===== src/rtl/lt_pkg.sv =====
package lt_pkg;

    localparam int LVL_W = 2;
    localparam int SET_W = 8;

    typedef enum logic [2:0] {
        OP_SINK_PAT = 3'd0,
        OP_BOTH_PAT = 3'd1,
        OP_DRIVE    = 3'd2,
        OP_STATUS   = 3'd3,
        OP_SRC_PAT  = 3'd4
    } lt_op_e;

    typedef enum logic [3:0] {
        S_IDLE, S_PRE_OFF, S_CR_PAT, S_CR_DRIVE0, S_CR_SETTLE, S_CR_WAIT,
        S_CR_READ, S_CR_DRIVE, S_EQ_PAT, S_EQ_WAIT, S_EQ_READ, S_EQ_DRIVE,
        S_END_SETTLE, S_END_SINK, S_END_SRC, S_DONE
    } lt_state_e;

endpackage


===== src/rtl/lt_timer.sv =====
module lt_timer #(
    parameter int TW = 32
) (
    input  logic          clk,
    input  logic          rst_n,
    input  logic          run,
    input  logic [TW-1:0] limit,
    output logic          hit
);
    logic [TW-1:0] cnt;

    assign hit = run && (cnt >= limit - TW'(1));

    always_ff @(posedge clk) begin
        if (!rst_n || !run || hit) cnt <= '0;
        else                       cnt <= cnt + TW'(1);
    end

    // an idle timer always restarts from zero
    a_r4_idle_clear: assert property (@(posedge clk) disable iff (!rst_n)
        !run |=> cnt == '0);

endmodule


===== src/rtl/lt_adjust.sv =====
module lt_adjust
    import lt_pkg::*;
(
    input  logic [LVL_W-1:0] swing,
    input  logic [LVL_W-1:0] emph,
    output logic [SET_W-1:0] set_out
);
    localparam logic [LVL_W-1:0] TOP = '1;

    always_comb begin
        set_out       = '0;
        set_out[1:0]  = swing;
        set_out[2]    = (swing == TOP);
        set_out[4:3]  = emph;
        set_out[5]    = (emph == TOP);
    end

endmodule


===== src/rtl/lt_repeat.sv =====
module lt_repeat
    import lt_pkg::*;
#(
    parameter int LIMIT = 5
) (
    input  logic             clk,
    input  logic             rst_n,
    input  logic             clear,
    input  logic             step,
    input  logic [LVL_W-1:0] swing,
    output logic             exhausted
);
    localparam int CW = $clog2(LIMIT + 1);
    localparam logic [CW:0] LIM_V = (CW+1)'(LIMIT);

    logic [LVL_W:0] prev;
    logic [CW-1:0]  cnt;
    logic [CW:0]    cnt_inc;
    logic           same;

    assign same      = ({1'b0, swing} == prev);
    assign cnt_inc   = {1'b0, cnt} + (CW+1)'(1);
    assign exhausted = same && (cnt_inc >= LIM_V);

    always_ff @(posedge clk) begin
        if (!rst_n || clear) begin
            prev <= '1;
            cnt  <= '0;
        end else if (step) begin
            prev <= {1'b0, swing};
            cnt  <= same ? cnt_inc[CW-1:0] : '0;
        end
    end

    // the repeat count never reaches the limit while the phase runs
    a_r10_below_limit: assert property (@(posedge clk) disable iff (!rst_n)
        {1'b0, cnt} < LIM_V);

endmodule


===== src/rtl/lt_seq.sv =====
module lt_seq
    import lt_pkg::*;
#(
    parameter int SETTLE_CYC      = 100000,
    parameter int POLL_SHORT_CYC  = 25000,
    parameter int POLL_UNIT_CYC   = 1000000,
    parameter int CR_REPEAT_LIMIT = 5,
    parameter int EQ_ADJ_LIMIT    = 5,
    parameter int TW              = 32
) (
    input  logic        clk,
    input  logic        rst_n,
    input  logic        start,
    input  logic [7:0]  rd_interval,
    output logic        cmd_req,
    output logic [2:0]  cmd_op,
    output logic [1:0]  cmd_pattern,
    input  logic        cmd_ack,
    input  logic        cmd_ok,
    input  logic        rsp_cr_done,
    input  logic        rsp_eq_done,
    input  logic [1:0]  rsp_swing,
    input  logic [1:0]  rsp_emph,
    output logic [7:0]  train_set,
    output logic        done,
    output logic        cr_pass,
    output logic        eq_pass
);
    localparam int EW = $clog2(EQ_ADJ_LIMIT + 2);

    lt_state_e        state, state_nx;
    lt_op_e           op;
    logic [EW-1:0]    eq_cnt;
    logic [SET_W-1:0] adj_set;
    logic [TW-1:0]    poll_lim, tmr_lim;
    logic             tmr_run, tmr_hit, rep_hit, rep_step;
    logic             cr_end, eq_end;

    assign poll_lim = (rd_interval == 8'd0) ? TW'(POLL_SHORT_CYC)
                                            : TW'(POLL_UNIT_CYC) * TW'(rd_interval);

    lt_timer #(.TW(TW)) u_tmr (
        .clk(clk), .rst_n(rst_n), .run(tmr_run), .limit(tmr_lim), .hit(tmr_hit)
    );

    lt_adjust u_adj (.swing(rsp_swing), .emph(rsp_emph), .set_out(adj_set));

    lt_repeat #(.LIMIT(CR_REPEAT_LIMIT)) u_rep (
        .clk(clk), .rst_n(rst_n), .clear(state == S_CR_PAT), .step(rep_step),
        .swing(train_set[1:0]), .exhausted(rep_hit)
    );

    assign cr_end   = !cmd_ok || rsp_cr_done || train_set[2] || rep_hit;
    assign eq_end   = !cmd_ok || rsp_eq_done || (eq_cnt > EW'(EQ_ADJ_LIMIT));
    assign rep_step = (state == S_CR_READ) && cmd_ack && !cr_end;

    // state register
    always_ff @(posedge clk) begin
        if (!rst_n) state <= S_IDLE;
        else        state <= state_nx;
    end

    // next state
    always_comb begin
        state_nx = state;
        unique case (state)
            S_IDLE:       if (start)   state_nx = S_PRE_OFF;
            S_PRE_OFF:    if (cmd_ack) state_nx = S_CR_PAT;
            S_CR_PAT:     if (cmd_ack) state_nx = S_CR_DRIVE0;
            S_CR_DRIVE0:  if (cmd_ack) state_nx = S_CR_SETTLE;
            S_CR_SETTLE:  if (tmr_hit) state_nx = S_CR_WAIT;
            S_CR_WAIT:    if (tmr_hit) state_nx = S_CR_READ;
            S_CR_READ:    if (cmd_ack) state_nx = cr_end ? S_EQ_PAT : S_CR_DRIVE;
            S_CR_DRIVE:   if (cmd_ack) state_nx = S_CR_WAIT;
            S_EQ_PAT:     if (cmd_ack) state_nx = S_EQ_WAIT;
            S_EQ_WAIT:    if (tmr_hit) state_nx = S_EQ_READ;
            S_EQ_READ:    if (cmd_ack) state_nx = eq_end ? S_END_SETTLE : S_EQ_DRIVE;
            S_EQ_DRIVE:   if (cmd_ack) state_nx = S_EQ_WAIT;
            S_END_SETTLE: if (tmr_hit) state_nx = S_END_SINK;
            S_END_SINK:   if (cmd_ack) state_nx = S_END_SRC;
            S_END_SRC:    if (cmd_ack) state_nx = S_DONE;
            S_DONE:                    state_nx = S_IDLE;
            default:                   state_nx = S_IDLE;
        endcase
    end

    // datapath registers
    always_ff @(posedge clk) begin
        if (!rst_n) begin
            train_set <= '0;
            cr_pass   <= 1'b0;
            eq_pass   <= 1'b0;
            eq_cnt    <= '0;
        end else begin
            if (state == S_IDLE && start) begin
                cr_pass <= 1'b0;
                eq_pass <= 1'b0;
            end
            if (state == S_CR_PAT && cmd_ack) train_set <= '0;
            if (state == S_CR_READ && cmd_ack) begin
                if (cmd_ok && rsp_cr_done) cr_pass   <= 1'b1;
                else if (!cr_end)          train_set <= adj_set;
            end
            if (state == S_EQ_PAT) eq_cnt <= '0;
            if (state == S_EQ_READ && cmd_ack) begin
                if (cmd_ok && rsp_eq_done) eq_pass   <= 1'b1;
                else if (!eq_end)          train_set <= adj_set;
            end
            if (state == S_EQ_DRIVE && cmd_ack) eq_cnt <= eq_cnt + EW'(1);
        end
    end

    // outputs
    always_comb begin
        cmd_req     = 1'b0;
        op          = OP_SINK_PAT;
        cmd_pattern = 2'd0;
        tmr_run     = 1'b0;
        tmr_lim     = poll_lim;
        done        = 1'b0;
        unique case (state)
            S_PRE_OFF, S_END_SINK: begin cmd_req = 1'b1; op = OP_SINK_PAT; end
            S_CR_PAT:    begin cmd_req = 1'b1; op = OP_BOTH_PAT; cmd_pattern = 2'd1; end
            S_EQ_PAT:    begin cmd_req = 1'b1; op = OP_BOTH_PAT; cmd_pattern = 2'd2; end
            S_CR_DRIVE0, S_CR_DRIVE, S_EQ_DRIVE: begin cmd_req = 1'b1; op = OP_DRIVE; end
            S_CR_READ, S_EQ_READ: begin cmd_req = 1'b1; op = OP_STATUS; end
            S_END_SRC:   begin cmd_req = 1'b1; op = OP_SRC_PAT; end
            S_CR_SETTLE, S_END_SETTLE: begin tmr_run = 1'b1; tmr_lim = TW'(SETTLE_CYC); end
            S_CR_WAIT, S_EQ_WAIT: tmr_run = 1'b1;
            S_DONE:      done = 1'b1;
            default: ;
        endcase
    end

    assign cmd_op = op;

    a_r3_req_hold: assert property (@(posedge clk) disable iff (!rst_n)
        cmd_req && !cmd_ack |=> cmd_req && $stable(cmd_op) && $stable(cmd_pattern));

    a_r2_start_first: assert property (@(posedge clk) disable iff (!rst_n)
        (state == S_IDLE && start) |=> cmd_req && cmd_op == 3'd0 && cmd_pattern == 2'd0);

    a_r12_done_after_src: assert property (@(posedge clk) disable iff (!rst_n)
        $rose(done) |-> $past(cmd_ack) && $past(cmd_op) == 3'd4);

    a_r11_eq_bound: assert property (@(posedge clk) disable iff (!rst_n)
        eq_cnt <= EW'(EQ_ADJ_LIMIT + 1));

    a_r8_drive_flag: assert property (@(posedge clk) disable iff (!rst_n)
        cmd_req && cmd_op == 3'd2 |-> train_set[2] == (train_set[1:0] == 2'd3));

endmodule


===== config.mk =====
export PLATFORM = sky130hd
export DESIGN_NAME = lt_seq
export DESIGN_NICKNAME = d
export VERILOG_FILES = /design/src/rtl/lt_pkg.sv /design/src/rtl/lt_timer.sv /design/src/rtl/lt_adjust.sv /design/src/rtl/lt_repeat.sv /design/src/rtl/lt_seq.sv
export SDC_FILE = /design/constraint.sdc
export NUM_CORES = 1
export LEC_CHECK = 0
export ABC_AREA = 1
export ABC_CLOCK_PERIOD_IN_PS = 5810
export BUFFER_PORTS_ARGS = -buffer_cell sky130_fd_sc_hd__buf_2
export CORE_MARGIN = 10
export CORE_UTILIZATION = 52
export DETAILED_ROUTE_END_ITERATION = 8
export PLACE_DENSITY = 0.69
export SYNTH_ARGS = -nofsm -noshare
export SYNTH_HDL_FRONTEND = slang
export SYNTH_HIERARCHICAL = 1
export SYNTH_SLANG_ARGS = --single-unit
export TNS_END_PERCENT = 20

===== constraint.sdc =====
create_clock -name clk -period 5.81 [get_ports clk]
set_clock_uncertainty 0.05 [all_clocks]
set_input_delay 1.162 -clock clk [delete_from_list [all_inputs] [get_ports clk]]
set_output_delay 1.162 -clock clk [all_outputs]
set_load 0.03 [all_outputs]

## Word-level counts from Yosys, hierarchy flattened

Cells that the tools add are included.

- $add $sub $neg: 4
- Multiply operators: 1
- $lt $le $gt $ge: 3
- Eq/ne operators: 32
- Multiplexer cells: 40
- Reduce and logical (&&, ||, !) cells: 33

Operators with widths:

| kind | number |
|---|---|
| 4-bit 2-to-1 mux | 15 |
| 4-bit one-hot mux with 15 select lines | 1 |
| 28-bit 2-to-1 mux | 2 |
| 8-bit 2-to-1 mux | 7 |
| 32-bit by 1-bit adder with 32-bit output (second input constant) | 1 |
| 4-bit equality test (second input constant) | 8 |
| 32-bit >= comparator | 1 |
| 28-bit by 1-bit subtractor with 29-bit output (second input constant) | 1 |
| 14-bit by 8-bit multiplier with 22-bit output (first input constant) | 1 |
| 2-bit inequality test (second input constant) | 9 |
| 4-bit by 3-bit equality test with 1-bit output (second input constant) | 4 |
| 14-bit AND reduction | 1 |
| 3-bit 2-to-1 mux | 4 |
| 3-bit one-hot mux with 4 select lines | 1 |
| 1-bit logical AND | 10 |
| 2-bit by 1-bit inequality test with 1-bit output (second input constant) | 5 |
| 10-bit OR reduction | 1 |
| 1-bit 2-to-1 mux | 9 |
| 4-bit by 2-bit equality test with 1-bit output (second input constant) | 2 |
| 8-bit logical NOT | 1 |
| 1-bit logical OR | 8 |
| 2-bit OR reduction | 4 |
| 3-bit by 1-bit adder with 4-bit output (second input constant) | 1 |
| 2-bit equality test (second input constant) | 2 |
| 11 further kinds | 14 |

- Bits in registers: 55
- Bits of input ports: 19
- Output and inout bits: 17
- Word-level logic and storage cells: 121

## Depth between registers and ports, before layout

Gate-level depths: netlist of the first run.

- Depth in word-level cells: 10
- Gate-level depth with buffers: 38
- Gate-level depth less buffers: 38

## Hierarchy

The synthesis of the first run kept the hierarchy.

By module, submodules not included:

| module | instances | cells an instance | area an instance (um2) | sequential area each (um2) |
|---|---|---|---|---|
| lt_timer | 1 | 491 | 3,133.0 | 640.6 |
| lt_seq | 1 | 467 | 3,015.4 | 340.3 |
| lt_repeat | 1 | 45 | 349.1 | 120.1 |
| lt_adjust | 1 | 11 | 63.8 | 0.0 |

## Worst setup path before layout of the first run

OpenSTA, ideal clock, no wires.

- Path kind: input-to-reg
- Start point: input rd_interval[2]
- End point: register state[2]
- Library setup time: 113 ps
- Data arrival time: 6,066 ps
- Data required time: 5,647 ps
- Slack: -419 ps
- Stages: 32
- Path buffers: 0
- Cell sequence: fa_1 ha_1 inv_1 fa_1 fa_1 inv_1 ha_1 a21oi_1 o21ai_0 inv_1 nand2_1 nor2_1 nor2_1 nor2_1 nand2_1 nor2_1 nand2_1 nor2_2 nand2_1 xor2_1 ha_1 nand2_1 nor2_1 nand4_1 a21oi_1 nor2_1 a21boi_0 inv_1 a21oi_2 nand2_1 nor2_1 nor2_1

- Word-level cells in the longest chain between the ends: 8
- Elaborated cells on any way between the ends: 12
- Classes of those cells: add/sub: 1; mul: 1; order compare: 1; eq/ne: 4; mux: 2; reduce/logical: 3

RTL lines:

| what | RTL line | RTL |
|---|---|---|
| start: declaration | lt_seq.sv:14 | `input logic [7:0] rd_interval,` |
| 14-bit by 8-bit multiplier with 22-bit output or 8-bit logical NOT (tied branches) | lt_seq.sv:40, lt_seq.sv:39 |  |
| 28-bit 2-to-1 mux (*) | lt_seq.sv:39 | `assign poll_lim = (rd_interval == 8'd0) ? TW'(POLL_SHORT_CYC)` |
| 28-bit 2-to-1 mux (*) | lt_seq.sv:121 | `unique case (state)` |
| named net tmr_lim[21] | lt_seq.sv:35 | `logic [TW-1:0] poll_lim, tmr_lim;` |
| 28-bit by 1-bit subtractor with 29-bit output (*) | lt_timer.sv:12 | `assign hit = run && (cnt >= limit - TW'(1));` |
| 32-bit >= comparator (*) | lt_timer.sv:12 |  |
| 1-bit logical AND (*) | lt_timer.sv:12 |  |
| named net tmr_hit | lt_seq.sv:36 | `logic tmr_run, tmr_hit, rep_hit, rep_step;` |
| 2-bit by 1-bit inequality test with 1-bit output (no source line) | -- |  |
| 14-bit AND reduction (no source line) (*) | -- |  |
| end signal: assignment | lt_seq.sv:60 | `else state <= state_nx;` |
| end: declaration | lt_seq.sv:31 | `lt_state_e state, state_nx;` |

Mark *: on every way through the listed nets, which the timed path passes. The rest lies on a longest branch.
A chain may end at the register's enable or synchronous reset.

## Worst setup path after layout of the first run

- Start point: input rd_interval[3]
- End point: register state[2]

Same word-level chain as after synthesis.

==> impl_summary.txt, run 1 <==
----------------------------------------------------
[Run]
  Max-cap violations ... 0

[GRT]
  Antenna violations before repair ... 0
  GRT Overall Usage ... 18.0%
  Vias in the first global route ... around 6,300
  Maximum number of pins on one net before global-route repair ... 33
  Total global routing overflow ... 0
  Global-route wire length before repair ... about 27,000 um

[Worst hold path]
  Depth of the worst hold-timing path ... 2
  Capture endpoint of the worst hold path ... cr_pass$_SDFF_PN0_
  Hold Path Class ... flip-flop to flip-flop
  Hold path startpoint ... cr_pass$_SDFF_PN0_

[Timing]
  Pin slew with the least headroom to its limit ... about 530 ps
  Post-route fraction of the period consumed by the critical path ... 106%
  Unrepaired setup endpoints after global routing ... true
  Final hold violations ... 0
  Achievable clock frequency ... 163 MHz
  Pins over their slew limit ... 0
  Max-slew headroom at the worst pin ... 64.1%
  Final worst slack ... -329 ps
  Count of endpoints failing setup in the final report ... 36
  Final worst hold slack ... 433 ps
  Post-layout minimum cycle time ... roughly 6100 ps

[Finish]
  Fraction of layout cells with a size suffix above 1 ... 21.3%
  Ant. Diodes ... 0
  Number of nets in the layout ... approximately 1,300
  Area growth, synth to finish ... 26.2%

[Status]
  Result of the run ... finished with violations
  Violations in the final reports ... negative setup slack

[Critical path]
  Minimum setup slack among reg-to-reg paths ... around 1800 ps
  CP most frequent cell ... nand2_2
  Cell at the slowest stage of the critical path ... fa_1
  Worst Setup Start Kind ... primary input
  Critical R2R Launch ... state[0]$_SDFFE_PN0P_
  Family with the most delay on the worst path ... adder cells
  Stage delay of the slowest cell on the critical path ... around 500 ps
  Critical Path RT ... around 6000 ps
  Max FO, Critical Path ... 6
  Bufs and invs on worst path ... 6
  Arrival @ worst endpoint ... about 6300 ps
  Number of cells on the worst reg-to-reg path ... 28
  Start-to-end type of the worst setup path ... primary input to flip-flop
  Crit end category ... flip-flop
  Critical R2R Capture ... state[2]$_SDFFE_PN0P_

[Logic synthesis]
  Combinational family with the most area after synthesis ... simple AND/OR/NAND/NOR gates
  Synth Area in XOR/XNOR ... 8.92%
  Syn_area_per_cell ... between 6 and 7 sq um
  Synth Register Bits ... 55
  Post-synthesis cell type count ... 39
  Fraction of the mapped netlist area in simple logic gates ... 33.7%
  Synthesized-area fraction occupied by ao, oa, aoi and oai cells ... 6.69%
  Most used flip-flop cell after synthesis ... dfxtp_1
  Post-synth EDFFs ... 0
  Post-synthesis share of cell area spent on full adders, half adders and majority gates ... between 20% and 30%
  Count of mapped cells out of synthesis ... slightly above 1,000
  Portion of netlist area occupied by mux cells ... 0%
  Biggest area contributors in the synthesized netlist ... ha_1, dfxtp_1, nand2_1, nor2_1, inv_1
  Share of synthesized flip-flops with an asynchronous set or reset ... 0%
  Post-synth top area share ... approximately 18%
  Leading area contributor after synthesis ... ha_1
  Netlist Area Pre-Place ... 0.00656 sq mm
  Synth Warn # ... 6
  Register area share after synthesis ... between 10% and 20%

[Floorplanning]
  Count of standard-cell rows ... 40
  Die width ... approximately 130 um
  DIE AREA ... 0.0175 sq mm
  Number of I/O pins ... 36
  Die height ... about 130 um
  Area of the placeable core ... between 0.01 and 0.015 sq mm
  Initial standard-cell utilization of the core ... ~54%

[Place]
  Placer's final routability congestion estimate ... 0.900
  Half-perimeter wire length after detailed placement ... 13,200 um
  Count of buffers from port buffering ... 35
  Dpl ws ... -745 ps

[Pwr]
  Static leakage ... approximately 4.2 nW
  P per Cell Area ... 336 mW/mm^2
  Maximum vdd ir drop ... 0.000217 V

[Drt]
  Drt drc ... 0
  Routed WL ... 16,000 um
  Remaining antenna violation count ... 0
  DR WL/cell ... 12.0 um
  Routed wire length on met3 ... 506 um
  Top routing layer in use ... met4
  First drt pass iteration count ... 5
  Vias per Instance ... 4.83
  DR vias ... approximately 6,500
  Met1 Wirelength ... approximately 7400 um
  Initial DRC count ... 350
  Metal2 WL ... 7920 um

[Clock network]
  TritonCTS clock tree ... built
  Clock root buffer ... clkbuf_16
  Clock latency reported for the late side of the worst-skew pair ... 300 ps
  Clock slew at reported path FFs ... roughly 70 ps
  Count of hold buffers inserted by post-cts repair ... 0
  Clock Path Buffers ... 2
  CTS H-tree depth ... 2
  Sink Count ... 55
  TritonCTS Buffers ... 5

----------------------------------------------------
-- cells in the mapped netlist, types with 3 or more instances --
cell,n
nand2_1,235
nor2_1,189
inv_1,152
ha_1,96
dfxtp_1,55
a21oi_1,44
xor2_1,37
nand3_1,35
xnor2_1,28
o21ai_0,20
nor3_1,18
fa_1,17
nand4_1,15
o21ai_1,8
buf_4,7
inv_2,7
nor2_2,6
nand3b_1,5
buf_2,4
nor4_1,4
a21o_1,3
nand2_2,3
nor2_4,3
-- placed cells by master (no fill, tap or decap), drive strengths merged --
| cell type | n |
|---|---|
| nand4 | 15 |
| nand2 | 239 |
| a21oi | 46 |
| o21bai | 1 |
| a31o | 1 |
| clkbuf | 6 |
| nor2 | 198 |
| bufinv | 1 |
| clkinv | 1 |
| o21a | 2 |
| nor4 | 4 |
| xnor2 | 29 |
| ha | 96 |
| fa | 17 |
| nand3b | 5 |
| dfxtp | 55 |
| or2 | 1 |
| a21o | 3 |
| nor3b | 2 |
| nand3 | 37 |
| and3 | 2 |
| a21boi | 1 |
| buf | 142 |
| and2 | 1 |
| conb | 21 |
| inv | 160 |
| xor2 | 37 |
| nor3 | 20 |
| o21ai | 28 |
-- stage by stage --
stage / cells / utilization, % / TNS [ps] / power, mW / instance area, sq um
2_1_floorplan: 1033 / - / 0 / 1.49 / 6710
3_3_place_gp: 1317 / 63.7 / -15570 / 2.09 / 7740
3_5_place_dp: 1317 / 63.7 / -17020 / 2.10 / 7740
4_1_cts: 1332 / 66.2 / -3280 / 2.58 / 8050
5_1_grt: 1339 / 68.1 / -15850 / 3.05 / 8280
6_report: 1339 / 68.1 / -4160 / 2.78 / 8280
-- layer usage --
| metal | GRT usage [%] | vias to the layer above |
|---|---|---|
| met5 | 0 | - |
| met4 | 3.97 | 0 |
| met3 | 2.90 | 21 |
| met2 | 31.9 | 93 |
| met1 | 22.0 | 2881 |
| li1 | - | 3473 |
-- where the power goes --
part           switching (mW)  internal, mW  leakage [nW]
Combinational            1.08         0.938          3.67
Sequential             0.0223         0.391         0.444
Clock                   0.144         0.206        0.0815
Total                    1.25          1.53          4.20
-- flip-flops by register name, summed over array words and instances, names as in the netlist --
register and cells:
u_rep/prev 3, u_tmr/cnt 32, cr_pass 1, eq_pass 1, eq_cnt 3, state 4
u_rep/cnt 3, train_set 8
-- worst register-to-register path, delay by kind of cell, from the launching register on --
kind	cells	cell delay, ps
AOI/OAI and AO/OA	5	720
xor gates and xnor gates	1	140
adders and majority gates	1	310
buffers and inverters	3	370
DFF	1	390
and+or+nand+nor	18	1990
-- worst max-delay path by stage --
stage                               from                    end  slack (ps)  cells past startpoint
final                     rd_interval[3]  state[2]$_SDFFE_PN0P_        -330                     37
after global routing      rd_interval[3]  state[2]$_SDFFE_PN0P_        -720                     37
after CTS                 rd_interval[4]  state[2]$_SDFFE_PN0P_        -310                     32
after detailed placement  rd_interval[4]  state[2]$_SDFFE_PN0P_        -750                     35
after global placement    rd_interval[5]  state[2]$_SDFFE_PN0P_        -710                     30
after floorplan           rd_interval[4]  state[2]$_SDFFE_PN0P_           2                     34
-- logic make-up (layout without fill, tap and decap cells) --
logic type | Yosys count | after routing
compound gates | 82 | 82
flops | 55 | 55
buf+inv | 172 | 310
xor+xnor | 66 | 66
fa+ha+maj | 113 | 113
other cells | 2 | 21
simple gates | 524 | 524
-- final cells by class --
type / count / area, sq um
Timing Repair Buffer: 142 / 1030
Clock inverter: 2 / 38.8
Tap cell: 168 / 210
Multi-Input combinational cell: 806 / 5170
Sequential cell: 55 / 1100
Inverter: 160 / 603
Clock buffer: 6 / 129
Fill cell: 1122 / 3880
-- repair_timing --
| item | CTS | global route |
|---|---|---|
| gates resized for setup | 26 | 48 |
| setup endpoints to repair | 36 | 36 |
| pin swaps | 19 | 35 |
| buffers inserted | 7 | 7 |
(Power assumes the default switching activity.)
==> run 2, diff against run 1 <==
--- a/config.mk
+++ b/config.mk
@@ -6,12 +6,13 @@
 export NUM_CORES = 1
 export LEC_CHECK = 0
 export ABC_AREA = 1
-export ABC_CLOCK_PERIOD_IN_PS = 5810
+export ABC_CLOCK_PERIOD_IN_PS = 6900
 export BUFFER_PORTS_ARGS = -buffer_cell sky130_fd_sc_hd__buf_2
 export CORE_MARGIN = 10
 export CORE_UTILIZATION = 52
 export DETAILED_ROUTE_END_ITERATION = 8
-export PLACE_DENSITY = 0.69
+export GPL_ROUTABILITY_DRIVEN = 0
+export PLACE_DENSITY = 0.67
 export SYNTH_ARGS = -nofsm -noshare
 export SYNTH_HDL_FRONTEND = slang
 export SYNTH_HIERARCHICAL = 1
==> constraint.sdc (replaced) <==
create_clock -name clk -period 6.9 [get_ports clk]
set_clock_uncertainty 0.05 [all_clocks]
set_input_delay 1.38 -clock clk [delete_from_list [all_inputs] [get_ports clk]]
set_output_delay 1.38 -clock clk [all_outputs]
set_load 0.03 [all_outputs]
==> run 2 against run 1 <==
Net effect: the run now ends clean; cell count fell by 4.9%; routed wire length grew 1.5%; flip-flop and latch count stayed put; die area stayed put; critical path depth fell by 3; clock-buffer cell count is 1 lower; global-route usage increased by 0.29 points; critical path type unchanged; largest cell class unchanged; largest power group unchanged; utilization decreased by 6.1 points; sequential share of layout area grew 1.3 points.
==> impl_summary.txt, run 2 (same netlist as run 1, synthesis figures left out) <==
----------------------------------------------------
[Critical path]
  Minimum setup slack among reg-to-reg paths ... 2740 ps (was 1780 ps)
  Number of cells on the worst reg-to-reg path ... 24 (was 28)
  Family with the most delay on the worst path ... adder cells (unchanged)
  Max FO, Critical Path ... 6 (unchanged)
  Worst Setup SP ... rd_interval[4] (was rd_interval[3])
  Arrival @ worst endpoint ... 6680 ps (was 6320 ps)
  Number of logic stages on the critical path including buffering ... 34 (was 37)
  Critical Path RT ... 7050 ps (was 5990 ps)
  Cell at the slowest stage of the critical path ... fa_2 (was fa_1)
  Critical R2R Launch ... state[1]$_SDFFE_PN0P_ (was state[0]$_SDFFE_PN0P_)
  Critical R2R Capture ... state[1]$_SDFFE_PN0P_ (was state[2]$_SDFFE_PN0P_)
  Bufs and invs on worst path ... 7 (was 6)
  Worst Setup Start Kind ... primary input (unchanged)
  Start-to-end type of the worst setup path ... primary input to flip-flop (unchanged)
  CP most frequent cell ... nand2_1 (was nand2_2)
  Worst setup path endpoint ... state[3]$_SDFFE_PN0P_ (was state[2]$_SDFFE_PN0P_)
  Stage delay of the slowest cell on the critical path ... 600 ps (was 500 ps)
  Crit end category ... flip-flop (unchanged)

[Finish]
  Register with the highest flop count ... u_tmr/cnt (unchanged)
  Number of nets in the layout ... 1,236 (was 1,302)
  Commonest cells after routing, fill and taps aside ... nand2_1, nor2_1, inv_1 (unchanged)
  Registers with the most flip-flops ... u_tmr/cnt (32), train_set (8), state (4) (unchanged)
  Ant. Diodes ... 0 (unchanged)
  Layout filler cell count ... 1,248 (was 1,122)
  Fraction of layout cells with a size suffix above 1 ... 12.1% (was 21.3%)
  Most common cell after layout, fill and taps aside ... nand2_1 (unchanged)
  Area growth, synth to finish ... 14.9% (was 26.2%)
  Flip-flop count of the largest register after layout ... 32 (unchanged)

[Clock network]
  TritonCTS clock tree ... built (unchanged)
  CTS H-tree depth ... 2 (unchanged)
  Clock root buffer ... clkbuf_16 (unchanged)
  Sink Count ... 55 (unchanged)
  Clock latency reported for the late side of the worst-skew pair ... 310 ps (was 300 ps)
  Count of hold buffers inserted by post-cts repair ... 0 (unchanged)
  Clock slew at reported path FFs ... 70 ps (about the same)
  Clock Path Buffers ... 2 (unchanged)
  TritonCTS Buffers ... 5 (unchanged)

[Pwr]
  Power Total ... 2.02 mW (was 2.78 mW)
  Static leakage ... 3.84 nW (was 4.20 nW)
  P per Cell Area ... 268 mW/mm^2 (was 336 mW/mm^2)
  Maximum vdd ir drop ... 0.000159 V (was 0.000217 V)

[GRT]
  GRT Overall Usage ... 18.3% (was 18.0%)
  Antenna violations before repair ... 0 (unchanged)
  Maximum number of pins on one net before global-route repair ... 33 (unchanged)
  Total global routing overflow ... 0 (unchanged)
  Global-route wire length before repair ... 27,300 um (about the same)
  Vias in the first global route ... 5,925 (was 6,269)

[Drt]
  Initial DRC count ... 390 (was 350)
  Drt drc ... 0 (unchanged)
  Vias per Instance ... 4.93 (was 4.83)
  Routed WL ... 16,300 um (was 16,000 um)
  Remaining antenna violation count ... 0 (unchanged)
  First drt pass iteration count ... 5 (unchanged)
  DR vias ... 6,277 (was 6,468)
  DR WL/cell ... 12.8 um (was 12.0 um)

[Timing]
  Final worst slack ... 375 ps (was -329 ps)
  Count of endpoints failing setup in the final report ... 0 (was 36)
  Achievable clock frequency ... 153 MHz
  Max-slew headroom at the worst pin ... 59.5% (was 64.1%)
  Final hold violations ... 0 (unchanged)
  Post-route fraction of the period consumed by the critical path ... between 90% and 100%
  Pin slew with the least headroom to its limit ... 602 ps (was 534 ps)
  Pins over their slew limit ... 0 (unchanged)
  Post-layout minimum cycle time ... approximately 6500 ps

[Run]
  Max-cap violations ... 0 (unchanged)

[Floorplanning]
  Count of standard-cell rows ... 40 (unchanged)
  Area of the placeable core ... 0.0122 sq mm (unchanged)
  Number of I/O pins ... 36 (unchanged)
  Initial standard-cell utilization of the core ... 54.0% (unchanged)
  DIE AREA ... 0.0175 sq mm (unchanged)
  Die height ... 132 um (unchanged)
  Die width ... 132 um (unchanged)

[Place]
  Count of buffers from port buffering ... 35 (unchanged)
  Half-perimeter wire length after detailed placement ... 13,500 um (was 13,200 um)
  Dpl ws ... -149 ps (was -745 ps)

[Status]
  Result of the run ... finished clean (was finished with violations)

[Worst hold path]
  Hold Path Class ... flip-flop to flip-flop (unchanged)

----------------------------------------------------
run 2: cell count changes in the layout (fill, tap and decap cells not counted), sizes merged:
cell and delta:
clkbuf -1, buf -66, clkinv +2, bufinv -1
run 2: worst min path at each step:
stage,from,to,slack (ps),depth (start not counted)
floorplan,eq_cnt[0]$_SDFFE_PN0P_,eq_cnt[0]$_SDFFE_PN0P_,380,1
global placement,eq_cnt[0]$_SDFFE_PN0P_,eq_cnt[0]$_SDFFE_PN0P_,400,1
detailed placement,eq_cnt[0]$_SDFFE_PN0P_,eq_cnt[0]$_SDFFE_PN0P_,410,1
CTS,eq_cnt[0]$_SDFFE_PN0P_,eq_cnt[0]$_SDFFE_PN0P_,430,1
global route,eq_cnt[0]$_SDFFE_PN0P_,eq_cnt[0]$_SDFFE_PN0P_,430,1
finish,eq_cnt[0]$_SDFFE_PN0P_,eq_cnt[0]$_SDFFE_PN0P_,420,1
run 2: metal layers:
metal	track usage, %	part of all wire, %	vias up
met5	0	0	-
met4	5.26	2.0	0
met3	3.62	4.5	23
met2	30.1	46	142
met1	23.4	47	2781
li1	-	-	3331
run 2: metrics by stage:
stage	utilization, %	setup TNS, ps	instances	area (sq um)	hold WS (ps)
after detailed placement	59.5	-460	1262	7240	414
after global routing	62.0	-242	1273	7540	434
after global placement	59.5	-94.5	1262	7240	402
after CTS	60.8	0	1270	7390	426
final	62.0	0	1273	7540	424
after floorplan	-	0	1033	6630	382
run 2: where the power goes:
part / switching (mW) / total, mW / internal [mW]
Sequential: 0.0191 / 0.348 / 0.329
Clock: 0.132 / 0.271 / 0.139
Combinational: 0.806 / 1.40 / 0.595
run 2: timing repair:
item,CTS,global route
resized for setup,0,26
buffers inserted,0,3
endpoints found under the setup margin,0,4
run 2: area by class of cell:
cell class | count | area [sq um] | share of cell area [%]
timing repair buffer | 76 | 495 | 6.57
sequential | 55 | 1100 | 14.6
tap | 168 | 210 | 2.79
clock buffer | 5 | 125 | 1.66
multi-input combinational | 806 | 4980 | 66.0
clock inverter | 3 | 28.8 | 0.382
inverter | 160 | 601 | 7.97
